--- config.mk ---
export PLATFORM = sky130hd
export DESIGN_NAME = ir_turnaround_guard
export DESIGN_NICKNAME = d
export VERILOG_FILES = /design/src/rtl/irtg_pkg.sv /design/src/rtl/irtg_tick_gen.sv /design/src/rtl/irtg_guard_timer.sv /design/src/rtl/irtg_link_fsm.sv /design/src/rtl/ir_turnaround_guard.sv
export SDC_FILE = /design/constraint.sdc
export NUM_CORES = 1
export LEC_CHECK = 0
export CORE_MARGIN = 1.5
export CORE_UTILIZATION = 38
export DETAILED_ROUTE_END_ITERATION = 6
export SYNTH_ARGS = -nofsm -noshare
export SYNTH_HDL_FRONTEND = slang
export SYNTH_HIERARCHICAL = 1
export SYNTH_SLANG_ARGS = --single-unit
--- constraint.sdc ---
create_clock -name clk -period 6.7 [get_ports clk]
set_input_delay 1.005 -clock clk [delete_from_list [all_inputs] [get_ports clk]]
set_output_delay 1.005 -clock clk [all_outputs]
set_load 0.005 [all_outputs]
--- src/rtl/irtg_pkg.sv ---
package irtg_pkg;

    // Direction-tracking states of the turnaround guard
    typedef enum logic [2:0] {
        LINK_IDLE     = 3'd0,
        LINK_TX_SEND  = 3'd1,
        LINK_TX_GUARD = 3'd2,
        LINK_RX_RECV  = 3'd3,
        LINK_RX_GUARD = 3'd4
    } link_state_e;

endpackage

--- src/rtl/irtg_tick_gen.sv ---
// Unit-tick prescaler: one tick every TICK_CYCLES cycles while running,
// phase restarted by clear.
module irtg_tick_gen #(
    parameter int TICK_CYCLES = 12500
) (
    input  logic clk,
    input  logic rst_n,
    input  logic run,
    input  logic clear,
    output logic tick
);
    localparam int PW = (TICK_CYCLES > 1) ? $clog2(TICK_CYCLES) : 1;
    localparam logic [PW-1:0] LAST = PW'(TICK_CYCLES - 1);

    logic [PW-1:0] pre_q;

    always_ff @(posedge clk or negedge rst_n) begin
        if (!rst_n) begin
            pre_q <= '0;
        end else if (clear || !run) begin
            pre_q <= '0;
        end else if (pre_q == LAST) begin
            pre_q <= '0;
        end else begin
            pre_q <= pre_q + 1'b1;
        end
    end

    always_comb begin
        tick = run && !clear && (pre_q == LAST);
    end

    // A restarted prescaler gives a full period before its next tick
    assert_clear_restarts_R10: assert property (@(posedge clk) disable iff (!rst_n)
        (clear && TICK_CYCLES > 1) |=> !tick);

endmodule

--- src/rtl/irtg_guard_timer.sv ---
// Guard interval counter in unit ticks, with clamping of the programmed value.
module irtg_guard_timer #(
    parameter int CFG_W     = 8,
    parameter int MAX_UNITS = 100
) (
    input  logic             clk,
    input  logic             rst_n,
    input  logic             start,
    input  logic             cancel,
    input  logic             tick,
    input  logic [CFG_W-1:0] cfg_units,
    output logic             busy,
    output logic             expire,
    output logic             units_zero
);
    localparam int CNT_W = $clog2(MAX_UNITS + 1);

    logic [CNT_W-1:0] count_q;
    logic [CNT_W-1:0] load_units;
    logic             busy_q;

    always_comb begin
        if (cfg_units > CFG_W'(MAX_UNITS)) begin
            load_units = CNT_W'(MAX_UNITS);
        end else begin
            load_units = CNT_W'(cfg_units);
        end
        units_zero = (cfg_units == '0);
        busy       = busy_q;
        expire     = busy_q && tick && (count_q == CNT_W'(1));
    end

    always_ff @(posedge clk or negedge rst_n) begin
        if (!rst_n) begin
            count_q <= '0;
            busy_q  <= 1'b0;
        end else if (cancel) begin
            count_q <= '0;
            busy_q  <= 1'b0;
        end else if (start) begin
            count_q <= load_units;
            busy_q  <= (load_units != '0);
        end else if (busy_q && tick) begin
            if (count_q == CNT_W'(1)) begin
                count_q <= '0;
                busy_q  <= 1'b0;
            end else begin
                count_q <= count_q - 1'b1;
            end
        end
    end

    // Remaining count always lies within 1..MAX_UNITS while running
    assert_count_bounded_R7: assert property (@(posedge clk) disable iff (!rst_n)
        busy_q |-> (count_q != '0 && count_q <= CNT_W'(MAX_UNITS)));

    // The sequencer never asks for a zero-length guard
    assert_start_nonzero_R8: assert property (@(posedge clk) disable iff (!rst_n)
        start |-> !units_zero);

endmodule

--- src/rtl/irtg_link_fsm.sv ---
// Direction tracker: decides when a guard starts, is abandoned or ends.
module irtg_link_fsm
    import irtg_pkg::*;
(
    input  logic        clk,
    input  logic        rst_n,
    input  logic        hd_en,
    input  logic        tx_loaded,
    input  logic        tx_bit_done,
    input  logic        rx_start,
    input  logic        rx_char_done,
    input  logic        units_zero,
    input  logic        expire,
    output link_state_e state,
    output logic        timer_start,
    output logic        timer_cancel,
    output logic        rx_blank,
    output logic        tx_permit
);
    link_state_e state_q, state_d;
    logic        pend_q, pend_d;

    // State register
    always_ff @(posedge clk or negedge rst_n) begin
        if (!rst_n) begin
            state_q <= LINK_IDLE;
            pend_q  <= 1'b0;
        end else begin
            state_q <= state_d;
            pend_q  <= pend_d;
        end
    end

    // Next state
    always_comb begin
        state_d      = state_q;
        pend_d       = pend_q;
        timer_start  = 1'b0;
        timer_cancel = 1'b0;
        if (!hd_en) begin
            state_d      = LINK_IDLE;
            pend_d       = 1'b0;
            timer_cancel = 1'b1;
        end else begin
            unique case (state_q)
                LINK_IDLE: begin
                    if (rx_start) begin
                        state_d = LINK_RX_RECV;
                        if (tx_loaded) pend_d = 1'b1;
                    end else if (tx_loaded) begin
                        state_d = LINK_TX_SEND;
                    end
                end
                LINK_TX_SEND: begin
                    if (tx_bit_done && !tx_loaded) begin
                        if (units_zero) begin
                            state_d = LINK_IDLE;
                        end else begin
                            state_d     = LINK_TX_GUARD;
                            timer_start = 1'b1;
                        end
                    end
                end
                LINK_TX_GUARD: begin
                    if (tx_loaded) begin
                        state_d      = LINK_TX_SEND;
                        timer_cancel = 1'b1;
                    end else if (expire) begin
                        state_d = LINK_IDLE;
                    end
                end
                LINK_RX_RECV: begin
                    if (tx_loaded) pend_d = 1'b1;
                    if (rx_char_done) begin
                        if (units_zero) begin
                            state_d = (pend_q || tx_loaded) ? LINK_TX_SEND : LINK_IDLE;
                            pend_d  = 1'b0;
                        end else begin
                            state_d     = LINK_RX_GUARD;
                            timer_start = 1'b1;
                        end
                    end
                end
                LINK_RX_GUARD: begin
                    if (tx_loaded) pend_d = 1'b1;
                    if (rx_start) begin
                        state_d      = LINK_RX_RECV;
                        timer_cancel = 1'b1;
                    end else if (expire) begin
                        state_d = (pend_q || tx_loaded) ? LINK_TX_SEND : LINK_IDLE;
                        pend_d  = 1'b0;
                    end
                end
                default: begin
                    state_d = LINK_IDLE;
                    pend_d  = 1'b0;
                end
            endcase
        end
    end

    // Outputs
    always_comb begin
        state     = state_q;
        rx_blank  = (state_q == LINK_TX_SEND) || (state_q == LINK_TX_GUARD);
        tx_permit = !((state_q == LINK_RX_RECV) || (state_q == LINK_RX_GUARD));
    end

    // Disabling the guard frees both directions on the next cycle
    assert_disabled_quiet_R2: assert property (@(posedge clk) disable iff (!rst_n)
        !hd_en |=> (!rx_blank && tx_permit));

    // A pending transmit never survives into the sending state
    assert_pending_taken_R5: assert property (@(posedge clk) disable iff (!rst_n)
        (state_q == LINK_TX_SEND) |-> !pend_q);

    // Blanking and transmit hold-off are never applied together
    assert_one_direction_R9: assert property (@(posedge clk) disable iff (!rst_n)
        rx_blank |-> tx_permit);

endmodule

--- src/rtl/ir_turnaround_guard.sv ---
module ir_turnaround_guard
    import irtg_pkg::*;
#(
    parameter int TICK_CYCLES = 12500,
    parameter int CFG_W       = 8,
    parameter int MAX_UNITS   = 100
) (
    input  logic             clk,
    input  logic             rst_n,
    input  logic             hd_en,
    input  logic [CFG_W-1:0] guard_units,
    input  logic             tx_loaded,
    input  logic             tx_bit_done,
    input  logic             rx_start,
    input  logic             rx_char_done,
    output logic             rx_blank,
    output logic             tx_permit,
    output logic             guard_busy
);
    link_state_e link_state;
    logic        t_start, t_cancel, t_tick, t_busy, t_expire, t_zero;

    irtg_link_fsm u_fsm (
        .clk          (clk),
        .rst_n        (rst_n),
        .hd_en        (hd_en),
        .tx_loaded    (tx_loaded),
        .tx_bit_done  (tx_bit_done),
        .rx_start     (rx_start),
        .rx_char_done (rx_char_done),
        .units_zero   (t_zero),
        .expire       (t_expire),
        .state        (link_state),
        .timer_start  (t_start),
        .timer_cancel (t_cancel),
        .rx_blank     (rx_blank),
        .tx_permit    (tx_permit)
    );

    irtg_tick_gen #(
        .TICK_CYCLES (TICK_CYCLES)
    ) u_tick (
        .clk   (clk),
        .rst_n (rst_n),
        .run   (t_busy),
        .clear (t_start || t_cancel),
        .tick  (t_tick)
    );

    irtg_guard_timer #(
        .CFG_W     (CFG_W),
        .MAX_UNITS (MAX_UNITS)
    ) u_timer (
        .clk        (clk),
        .rst_n      (rst_n),
        .start      (t_start),
        .cancel     (t_cancel),
        .tick       (t_tick),
        .cfg_units  (guard_units),
        .busy       (t_busy),
        .expire     (t_expire),
        .units_zero (t_zero)
    );

    assign guard_busy = t_busy;

    // Timer activity and guard states stay in step
    assert_busy_matches_guard_R10: assert property (@(posedge clk) disable iff (!rst_n)
        guard_busy == (link_state == LINK_TX_GUARD || link_state == LINK_RX_GUARD));

    // Blanking ends only on expiry, a zero guard or disable
    assert_blank_release_R3: assert property (@(posedge clk) disable iff (!rst_n)
        $fell(rx_blank) |-> $past(t_expire || t_zero || !hd_en));

    // Hold-off ends only on expiry, a zero guard or disable
    assert_permit_release_R5: assert property (@(posedge clk) disable iff (!rst_n)
        $rose(tx_permit) |-> $past(t_expire || t_zero || !hd_en));

    // A reload in the transmit guard drops the timer but keeps blanking
    assert_reload_keeps_blank_R4: assert property (@(posedge clk) disable iff (!rst_n)
        (hd_en && link_state == LINK_TX_GUARD && tx_loaded) |=> (rx_blank && !guard_busy));

    // A start bit in the receive guard drops the timer but keeps hold-off
    assert_restart_holds_tx_R6: assert property (@(posedge clk) disable iff (!rst_n)
        (hd_en && link_state == LINK_RX_GUARD && rx_start) |=> (!tx_permit && !guard_busy));

endmodule

-- Yosys cells after proc, flatten, opt, wreduce, memory -nomap -nowiden
Cells that the tools add are included.
- add/sub/neg operators: 2
- $lt $le $gt $ge: 1
- equal/unequal tests: 13
- muxes and demuxes: 41
- reduce and logical (&&, ||, !) cells: 23
- operators by type and width (cell ; number):
    7-bit two-way mux ; 5
    3-bit two-way mux ; 10
    14-bit two-way mux ; 2
    1-bit two-way mux ; 19
    3-bit case mux with 5 select lines ; 1
    14-bit by 1-bit adder with 14-bit output (second input constant) ; 1
    14-bit equality test (second input constant) ; 1
    4-bit inequality test (second input constant) ; 3
    8-bit by 7-bit greater-than comparator with 1-bit output (second input constant) ; 1
    8-bit zero test ; 1
    7-bit by 1-bit equality test with 1-bit output (second input constant) ; 1
    7-bit nonzero test ; 1
    7-bit by 1-bit subtractor with 7-bit output (second input constant) ; 1
    3-bit by 2-bit equality test with 1-bit output (second input constant) ; 2
    3-bit inequality test (second input constant) ; 2
    3-bit nonzero test ; 2
    1-bit logical AND ; 5
    1-bit logical OR ; 5
    5-bit AND reduction ; 1
    1-bit zero test ; 4
    1-bit case mux with 2 select lines ; 2
    1-bit case mux with 4 select lines ; 1
    2-bit AND reduction ; 2
    3-bit by 1-bit equality test with 1-bit output (second input constant) ; 1
    6 further kinds ; 6
- register bits after elaboration: 26
- input port bits: 15
- output and inout bits: 3
- logic and storage cells: 85

-- Logic depth before layout (Yosys ltp)
Gate-level depths: netlist (run 1).
- depth in word-level cells: 15
- depth in mapped cells: 11
- gate-level depth less buffers: 11

-- By module
The synthesis (run 1) kept the hierarchy.
- modules (own cells, without submodules) (module ; instances ; cells an instance ; area each (um2) ; seq. area each (um2)):
    irtg_tick_gen ; 1 ; 72 ; 750.7 ; 350.3
    irtg_guard_timer ; 1 ; 74 ; 630.6 ; 200.2
    irtg_link_fsm ; 1 ; 55 ; 395.4 ; 100.1
    ir_turnaround_guard ; 1 ; 1 ; 6.3 ; 0.0

-- Worst setup path after synthesis (run 1)
OpenSTA, ideal clock, no wires.
- kind: input port to flip-flop
- from: in guard_units[4]
- to: reg u_timer.count_q[5]
- setup time: 0.104 ns
- arrival: 3.161 ns
- required time: 6.596 ns
- slack: 3.435 ns
- stages: 9
- buffers on the path: 0
- cell sequence: nor3_1 > and3_1 > a211oi_1 > or2_1 > nor3b_1 > nand2_2 > or4_4 > or4b_1 > o311ai_1
- word-level cells in the longest chain between the ends: 11
- elaborated cells between the ends (all ways): 16
- those cells by class: order compare: 1; mux: 8; reduce/logical: 7
- ends and longest elaborated chain (element ; line ; source):
    from (decl) ; ir_turnaround_guard.sv:11 ; input logic [CFG_W-1:0] guard_units,
    8-bit zero test (*) ; irtg_guard_timer.sv:28 ; units_zero = (cfg_units == '0);
    via t_zero ; ir_turnaround_guard.sv:21 ; logic t_start, t_cancel, t_tick, t_busy, t_expire, t_zero;
    1-bit two-way mux (*) ; irtg_link_fsm.sv:56, irtg_link_fsm.sv:75 ;
    1-bit two-way mux, on equally long branches ; irtg_link_fsm.sv:74, irtg_link_fsm.sv:55 ;
    1-bit case mux with 2 select lines (*) ; irtg_link_fsm.sv:45 ; unique case (state_q)
    1-bit two-way mux (*) ; irtg_link_fsm.sv:40 ; if (!hd_en) begin
    via t_start ; ir_turnaround_guard.sv:21 ;
    1-bit logical OR (*) ; ir_turnaround_guard.sv:46 ; .clear (t_start || t_cancel),
    1-bit zero test (*) ; irtg_tick_gen.sv:30 ; tick = run && !clear && (pre_q == LAST);
    1-bit logical AND (*) (2 in series) ; irtg_tick_gen.sv:30 ;
    via t_tick ; ir_turnaround_guard.sv:21 ;
    1-bit logical AND (*) ; irtg_guard_timer.sv:43 ; end else if (busy_q && tick) begin
    3-bit nonzero test (no line) (*) ; -- ;
    to (signal assigned) ; irtg_guard_timer.sv:41 ; count_q <= load_units;
    to (signal assigned) ; irtg_guard_timer.sv:48 ; count_q <= count_q - 1'b1;
    to (decl) ; irtg_guard_timer.sv:18 ; logic [CNT_W-1:0] count_q;
Mark *: on every way through the listed nets, which the timed path passes. The rest lies on a longest branch.
A chain may end at the register's enable or synchronous reset.

-- Final worst setup path (run 1)
- from: in guard_units[6]
- to: reg u_timer.count_q[5]
Same word-level chain as after synthesis.

==> results of run 1 <==
-- layer usage --
metal,track usage,share of wire
met2,0.236,0.44
met5,0,0
met4,0.0398,0.0077
met1,0.225,0.51
met3,0.0338,0.040
-- worst register-to-register path, cell delays in order, from the launching register on --
cell	delay, ns
sky130_fd_sc_hd__dfrtp_1	0.67
sky130_fd_sc_hd__inv_1	0.15
sky130_fd_sc_hd__a31oi_1	0.18
sky130_fd_sc_hd__o21ai_0	0.09
sky130_fd_sc_hd__buf_4	0.19
sky130_fd_sc_hd__or2_1	0.24
sky130_fd_sc_hd__nor3b_1	0.34
sky130_fd_sc_hd__nand2_2	0.13
sky130_fd_sc_hd__or4_4	0.46
sky130_fd_sc_hd__or4b_1	0.48
sky130_fd_sc_hd__o311ai_1	0.08
-- kinds of logic (layout without fill, tap and decap cells) --
family	Yosys count	in the layout	share of synthesized area
buffers and inverters	16	33	0.0442
AO/OA/AOI/OAI	42	42	0.166
adder cells (fa/ha/maj)	4	4	0.0281
AND/OR/NAND/NOR	101	101	0.333
flip-flops	26	26	0.365
XOR/XNOR	13	13	0.0639
-- sequential cells by signal (all words and copies together) (netlist names) --
register,flops
u_fsm/state,3
u_tick/pre_q,14
u_timer/count_q,7
u_timer/busy,1
u_fsm/pend_q,1
-- where the power goes --
| part | switching [mW] | total [mW] | leakage [nW] | internal, mW |
|---|---|---|---|---|
| Combinational | 0.0494 | 0.0967 | 0.412 | 0.0473 |
| Sequential | 0.0233 | 0.193 | 0.356 | 0.169 |
| Clock | 0.0517 | 0.132 | 0.0357 | 0.0800 |
| Total | 0.124 | 0.421 | 0.804 | 0.296 |
-- synth_stat cells, drive strengths merged --
| cell type | number | share of area |
|---|---|---|
| o21a | 3 | 0.013 |
| xor2 | 3 | 0.015 |
| nand4 | 4 | 0.026 |
| o31ai | 1 | 0.0042 |
| a41oi | 1 | 0.0049 |
| or4b | 1 | 0.0056 |
| or3 | 2 | 0.0070 |
| nor2 | 25 | 0.053 |
| o22ai | 1 | 0.0035 |
| o311ai | 4 | 0.020 |
| nor3 | 10 | 0.028 |
| nand2 | 13 | 0.029 |
| nor4bb | 1 | 0.0056 |
| o211ai | 3 | 0.013 |
| and3 | 3 | 0.011 |
| nor2b | 1 | 0.0035 |
| buf | 5 | 0.020 |
| xnor2 | 10 | 0.049 |
| inv | 9 | 0.019 |
| a221o | 1 | 0.0056 |
| nor4 | 4 | 0.022 |
| or2 | 1 | 0.0035 |
| a211oi | 5 | 0.024 |
| dfrtp | 26 | 0.36 |
| nand3b | 3 | 0.015 |
| nand3 | 12 | 0.034 |
| or4 | 2 | 0.011 |
| ha | 4 | 0.028 |
| nand4b | 2 | 0.0098 |
| a32o | 1 | 0.0056 |
| nor3b | 6 | 0.025 |
| a21oi | 11 | 0.031 |
| o21ai | 6 | 0.017 |
| nor4b | 1 | 0.0049 |
| or3b | 2 | 0.011 |
| a22oi | 1 | 0.0042 |
| a211o | 1 | 0.0049 |
| nand2b | 6 | 0.021 |
| and2 | 2 | 0.0077 |
| o32ai | 1 | 0.0091 |
| clkbuf | 2 | 0.0049 |
| a31oi | 2 | 0.0070 |
-- final timing paths --
check,slack (ns),from,to
worst min register to register,0.55,u_tick/pre_q[13]$_DFF_PN0_,u_tick/pre_q[13]$_DFF_PN0_
max in group asynchronous,5.35,rst_n,u_timer/count_q[0]$_DFFE_PN0P_
min in group asynchronous,1.10,rst_n,u_tick/pre_q[4]$_DFF_PN0_
worst min-delay path,0.55,u_tick/pre_q[13]$_DFF_PN0_,u_tick/pre_q[13]$_DFF_PN0_
worst max register to register,3.58,u_fsm/state[1]$_DFFE_PN0P_,u_timer/count_q[5]$_DFFE_PN0P_
worst max-delay path,2.84,guard_units[6],u_timer/count_q[5]$_DFFE_PN0P_
-- final cells by class --
class	instances	area, um2	area share
Timing Repair Buffer	20	193	0.0932
Clock inverter	1	30.0	0.0145
Clock buffer	3	41.3	0.0200
Sequential cell	26	651	0.315
Inverter	9	33.8	0.0163
Tap cell	52	65.1	0.0315
Multi-Input combinational cell	160	1050	0.510
==> flow_summary.yaml, run 1 <==
place:
  placed_area_mm2: 0.00200
  port_buffers: 17
  dp.final_hpwl_mm: 2.71
  dp_cell_count: 267
  gp_routability_congestion: 0.892
  dp_slack_ns: 2.55
clocking:
  post_cts_resize_count: 0
  clock-sinks: 26
  clk_pin_slew_ns: 0.09
  cts_root_buf: "sky130_fd_sc_hd__clkbuf_8"
  post_cts_hold_buffer_count: 0
  tritoncts.num_buffers: 3
  ctsHtreeMaxLevel: 1
  cts_tree: "built"
  post_cts_setup_inserts: 0
  clock_insertion_delay_worst_skew_ns: 0.27
  cts-root-to-sink-buffers: 2
floorplanning:
  die_h_um: 71.5
  die_area_mm2: 0.00511
  floorplan_core_area_mm2: 0.00444
  start_util: 0.401
  num_io_pins: 18
  die_width_um: 71.5
  floorplan.rows: 24
hold_path:
  hold_class: "register to register"
  hold_path_depth: 2
detailed_routing:
  drtAntennaViolNets: 0
  drt-vias-per-instance: 5.65
  drt-total-wl_mm: 3.75
  drc_errors: 0
  drt_pass1_iterations: 5
  route.detailed.wl_per_inst_um: 13.8
  first_iter_violations: 92
  dr_total_vias: 1532
yosys:
  postSynthAreaPerCell_um2: 8.83
  post_synth_inst_count: 202
  yosys_warnings: 6
  synth.ff_latch_count: 26
  sequential_area_share_after_synthesis: 0.365
  synth.distinct_cells: 56
  synthesis.nets: 221
  synthesized_cell_area_mm2: 0.00178
timing:
  relSlewSlack: 0.413
  slew_limit_fails: 0
  finalHoldViolCount: 0
  max_freq_mhz: 259
  sum_neg_setup_slack_ns: 0
  slew_at_the_pin_closest_to_its_max_slew_limit_ns: 0.875
  final_period_util: 0.576
  finClkSkew_ns: 0.00194
  grt_setup_unrepaired: "false"
  final_critical_path_setup_slack_ns: 2.84
  period_needed_ns: 3.86
  holdWs_ns: 0.548
  setup_viol_count_final: 0
layout:
  final_cells: 271
  n_fill_cell: 442
  layout-drive-gt1-share: 0.0868
  antennaDiodeCount: 0
  finish.net_count: 239
  layout-area-overhead-vs-synth_pct: 15.9
  final_core_utilization: 0.465
  commonest_non_fill_non_tap_cell_in_the_layout: "sky130_fd_sc_hd__dfrtp_1"
  layout.cells.most_common_list: "sky130_fd_sc_hd__dfrtp_1, sky130_fd_sc_hd__nor2_1, sky130_fd_sc_hd__clkdlybuf4s50_1, sky130_fd_sc_hd__nand2_1, sky130_fd_sc_hd__nand3_1"
  postLayoutCellArea_mm2: 0.00207
outcome:
  outcome: "completed"
worst_setup_path:
  worstPathCellList: "clkdlybuf4s50_1 -> nor3_1 -> and3_1 -> a211oi_1 -> buf_4 -> or2_1 -> nor3b_1 -> nand2_2 -> or4_4 -> or4b_1 -> o311ai_1"
  timing.setup.critical_path_class: "primary input to register"
  cp_data_required_time_ns: 6.88
  critPathLaunchType: "primary input"
  timing.critical_path.arrival_ns: 4.04
  timing.reg2reg.worst_path_depth: 10
  path_delay_family: "simple AND/OR/NAND/NOR gates"
  crit_buf_inv: 2
  path_max_fanout: 13
  worst_path_largest_cell_delay_ns: 0.48
  path_depth: 11
  slowest_stage: "sky130_fd_sc_hd__or4b_1"
  worst_setup_path_end_kind: "register"
global_route:
  grt_max_degree: 27
  grt_antenna_before_repair: 0
  gr-total-overflow: 0
  first_global_vias: 1430
  groute.usage.overall: 0.155
  global_route_wire_length_before_repair_mm: 6.46
power:
  power.static_leakage_nw: 0.804
  powerDensity_mw_per_mm2: 204
  vdd_drop_max_uv: 138
  total_power_mw: 0.421
flow_run:
  timing.max_cap.violations: 0
Note: power is estimated with default switching activity, not from simulation.
==> inputs of run 2 (changes only) <==
clock period = 3.2 ns   (was 6.7 ns; I/O delays follow)
==> flow_summary.yaml, run 2 (same netlist as run 1, synthesis figures left out) <==
worst_setup_path:
  slowest_stage: "sky130_fd_sc_hd__or4b_1"
  worst_path_largest_cell_delay_ns: 0.49
  timing.setup.critical_path_class: "primary input to register"
  critPathLaunchType: "primary input"
  reg2reg_to: "u_timer/count_q[5]$_DFFE_PN0P_"
  worst_setup_path_end_kind: "register"
  timing.critical_path.arrival_ns: 3.10
  cp_data_required_time_ns: 3.37
  path_delay_family: "simple AND/OR/NAND/NOR gates"
  crit_buf_inv: 1
  timing.rr.start: "u_fsm/state[2]$_DFFE_PN0P_"
  worstPathCellList: "clkdlybuf4s50_1 -> nor3_1 -> and3_1 -> a211oi_1 -> or2_1 -> nor3b_1 -> nand2_2 -> or4_4 -> or4b_1 -> o311ai_1"
  path_max_fanout: 4
  worst-r2r-setup-slack_ns: 0.47
  timing.reg2reg.worst_path_depth: 9
timing:
  max_freq_mhz: 342
  period_needed_ns: 2.93
  slew_at_the_pin_closest_to_its_max_slew_limit_ns: 0.517
  final_period_util: 0.914
  setup_viol_count_final: 0
  grt_setup_unrepaired: "false"
  slew_limit_fails: 0
  relSlewSlack: 0.653
  final_critical_path_setup_slack_ns: 0.275
  holdWs_ns: 0.558
  finClkSkew_ns: 0.00371
  finalHoldViolCount: 0
global_route:
  groute.usage.overall: 0.165
  first_global_vias: 1431
  global_route_wire_length_before_repair_mm: 6.78
  gr-total-overflow: 0
  grt_max_degree: 27
  grt_antenna_before_repair: 0
floorplanning:
  num_io_pins: 18
  start_util: 0.401
  floorplan.rows: 24
  die_h_um: 71.5
  floorplan_core_area_mm2: 0.00444
  die_area_mm2: 0.00511
  die_width_um: 71.5
clocking:
  clk_pin_slew_ns: 0.09
  cts_root_buf: "sky130_fd_sc_hd__clkbuf_8"
  tritoncts.num_buffers: 3
  ctsHtreeMaxLevel: 1
  clock-sinks: 26
  cts-root-to-sink-buffers: 2
  clock_insertion_delay_worst_skew_ns: 0.27
  post_cts_setup_inserts: 0
  post_cts_hold_buffer_count: 0
  cts_tree: "built"
  post_cts_resize_count: 0
detailed_routing:
  drt_pass1_iterations: 5
  wl_met3_um: 198
  first_iter_violations: 135
  drc_errors: 0
  drtAntennaViolNets: 0
  drt-vias-per-instance: 5.63
  route.detailed.wl_per_inst_um: 13.8
  drt-total-wl_mm: 3.90
  highest-signal-layer: "met4"
  routed-wl-met2_mm: 1.62
  dr_total_vias: 1589
  wirelength_met1_mm: 2.03
layout:
  layout.cells.most_common_list: "sky130_fd_sc_hd__dfrtp_1, sky130_fd_sc_hd__nor2_1, sky130_fd_sc_hd__clkdlybuf4s50_1, sky130_fd_sc_hd__buf_4"
  layout-drive-gt1-share: 0.130
  postLayoutCellArea_mm2: 0.00215
  largest_register: "u_tick/pre_q"
  antennaDiodeCount: 0
  commonest_non_fill_non_tap_cell_in_the_layout: "sky130_fd_sc_hd__dfrtp_1"
  finish.net_count: 250
  largest_reg_flops: 14
  layout-area-overhead-vs-synth_pct: 20.6
  final_core_utilization: 0.484
place:
  port_buffers: 17
  dp.final_hpwl_mm: 2.92
  gp_routability_congestion: 0.882
  placed_area_mm2: 0.00208
  dp_slack_ns: -0.00728
outcome:
  outcome: "completed"
hold_path:
  hold_path_depth: 2
  hold_path.startpoint: "u_tick/pre_q[13]$_DFF_PN0_"
  hold-path-endpoint: "u_tick/pre_q[13]$_DFF_PN0_"
  hold_class: "register to register"
power:
  total_power_mw: 0.897
  powerDensity_mw_per_mm2: 417
  power.static_leakage_nw: 0.858
  vdd_drop_max_uv: 288
flow_run:
  timing.max_cap.violations: 0
==> run 2: worst min-delay path, delay by kind of cell (launching register included) <==
kind / cells / cell delay, ns
DFF: 1 / 0.38
xor gates and xnor gates: 1 / 0.12
and+or+nand+nor: 1 / 0.04
==> run 2: how the worst max path moves through the flow <==
| stage | slack (ns) | cells past startpoint | endpoint | start |
|---|---|---|---|---|
| after floorplan | 0.46 | 9 | u_timer/count_q[5]$_DFFE_PN0P_ | guard_units[4] |
| after global placement | 0.08 | 10 | u_timer/count_q[5]$_DFFE_PN0P_ | guard_units[4] |
| after global routing | 0.10 | 12 | u_fsm/state[0]$_DFFE_PN0P_ | guard_units[4] |
| final | 0.27 | 10 | u_timer/count_q[5]$_DFFE_PN0P_ | guard_units[4] |
| after CTS | 0.27 | 10 | u_timer/count_q[5]$_DFFE_PN0P_ | guard_units[4] |
| after detailed placement | -0.007 | 10 | u_timer/count_q[5]$_DFFE_PN0P_ | guard_units[4] |
==> run 2: report_power, final <==
part           internal (mW)  switching (mW)  total (mW)
logic                  0.109           0.117       0.226
clock network          0.167           0.108       0.276
registers              0.355          0.0404       0.395
total                  0.631           0.266       0.897
==> run 2: area by class of cell <==
| class | count | area (um2) |
|---|---|---|
| clock buffer | 3 | 41.3 |
| clock inverter | 1 | 30.0 |
| fill | 424 | 2290 |
| inverter | 9 | 33.8 |
| multi-input combinational | 160 | 1050 |
| sequential | 26 | 651 |
| tap | 52 | 65.1 |
| timing repair buffer | 31 | 275 |
==> run 2: through the flow <==
stage / TNS, ns / instances
3_3_place_gp: 0 / 278
4_1_cts: 0 / 282
2_1_floorplan: 0 / 202
6_report: 0 / 282
5_1_grt: 0 / 282
3_5_place_dp: -0.00728 / 278
==> run 2: metal layers <==
metal,GRT usage,up-vias
met1,0.249,737
met2,0.240,50
met4,0.0461,0
met5,0,-
met3,0.0352,6
li1,-,796
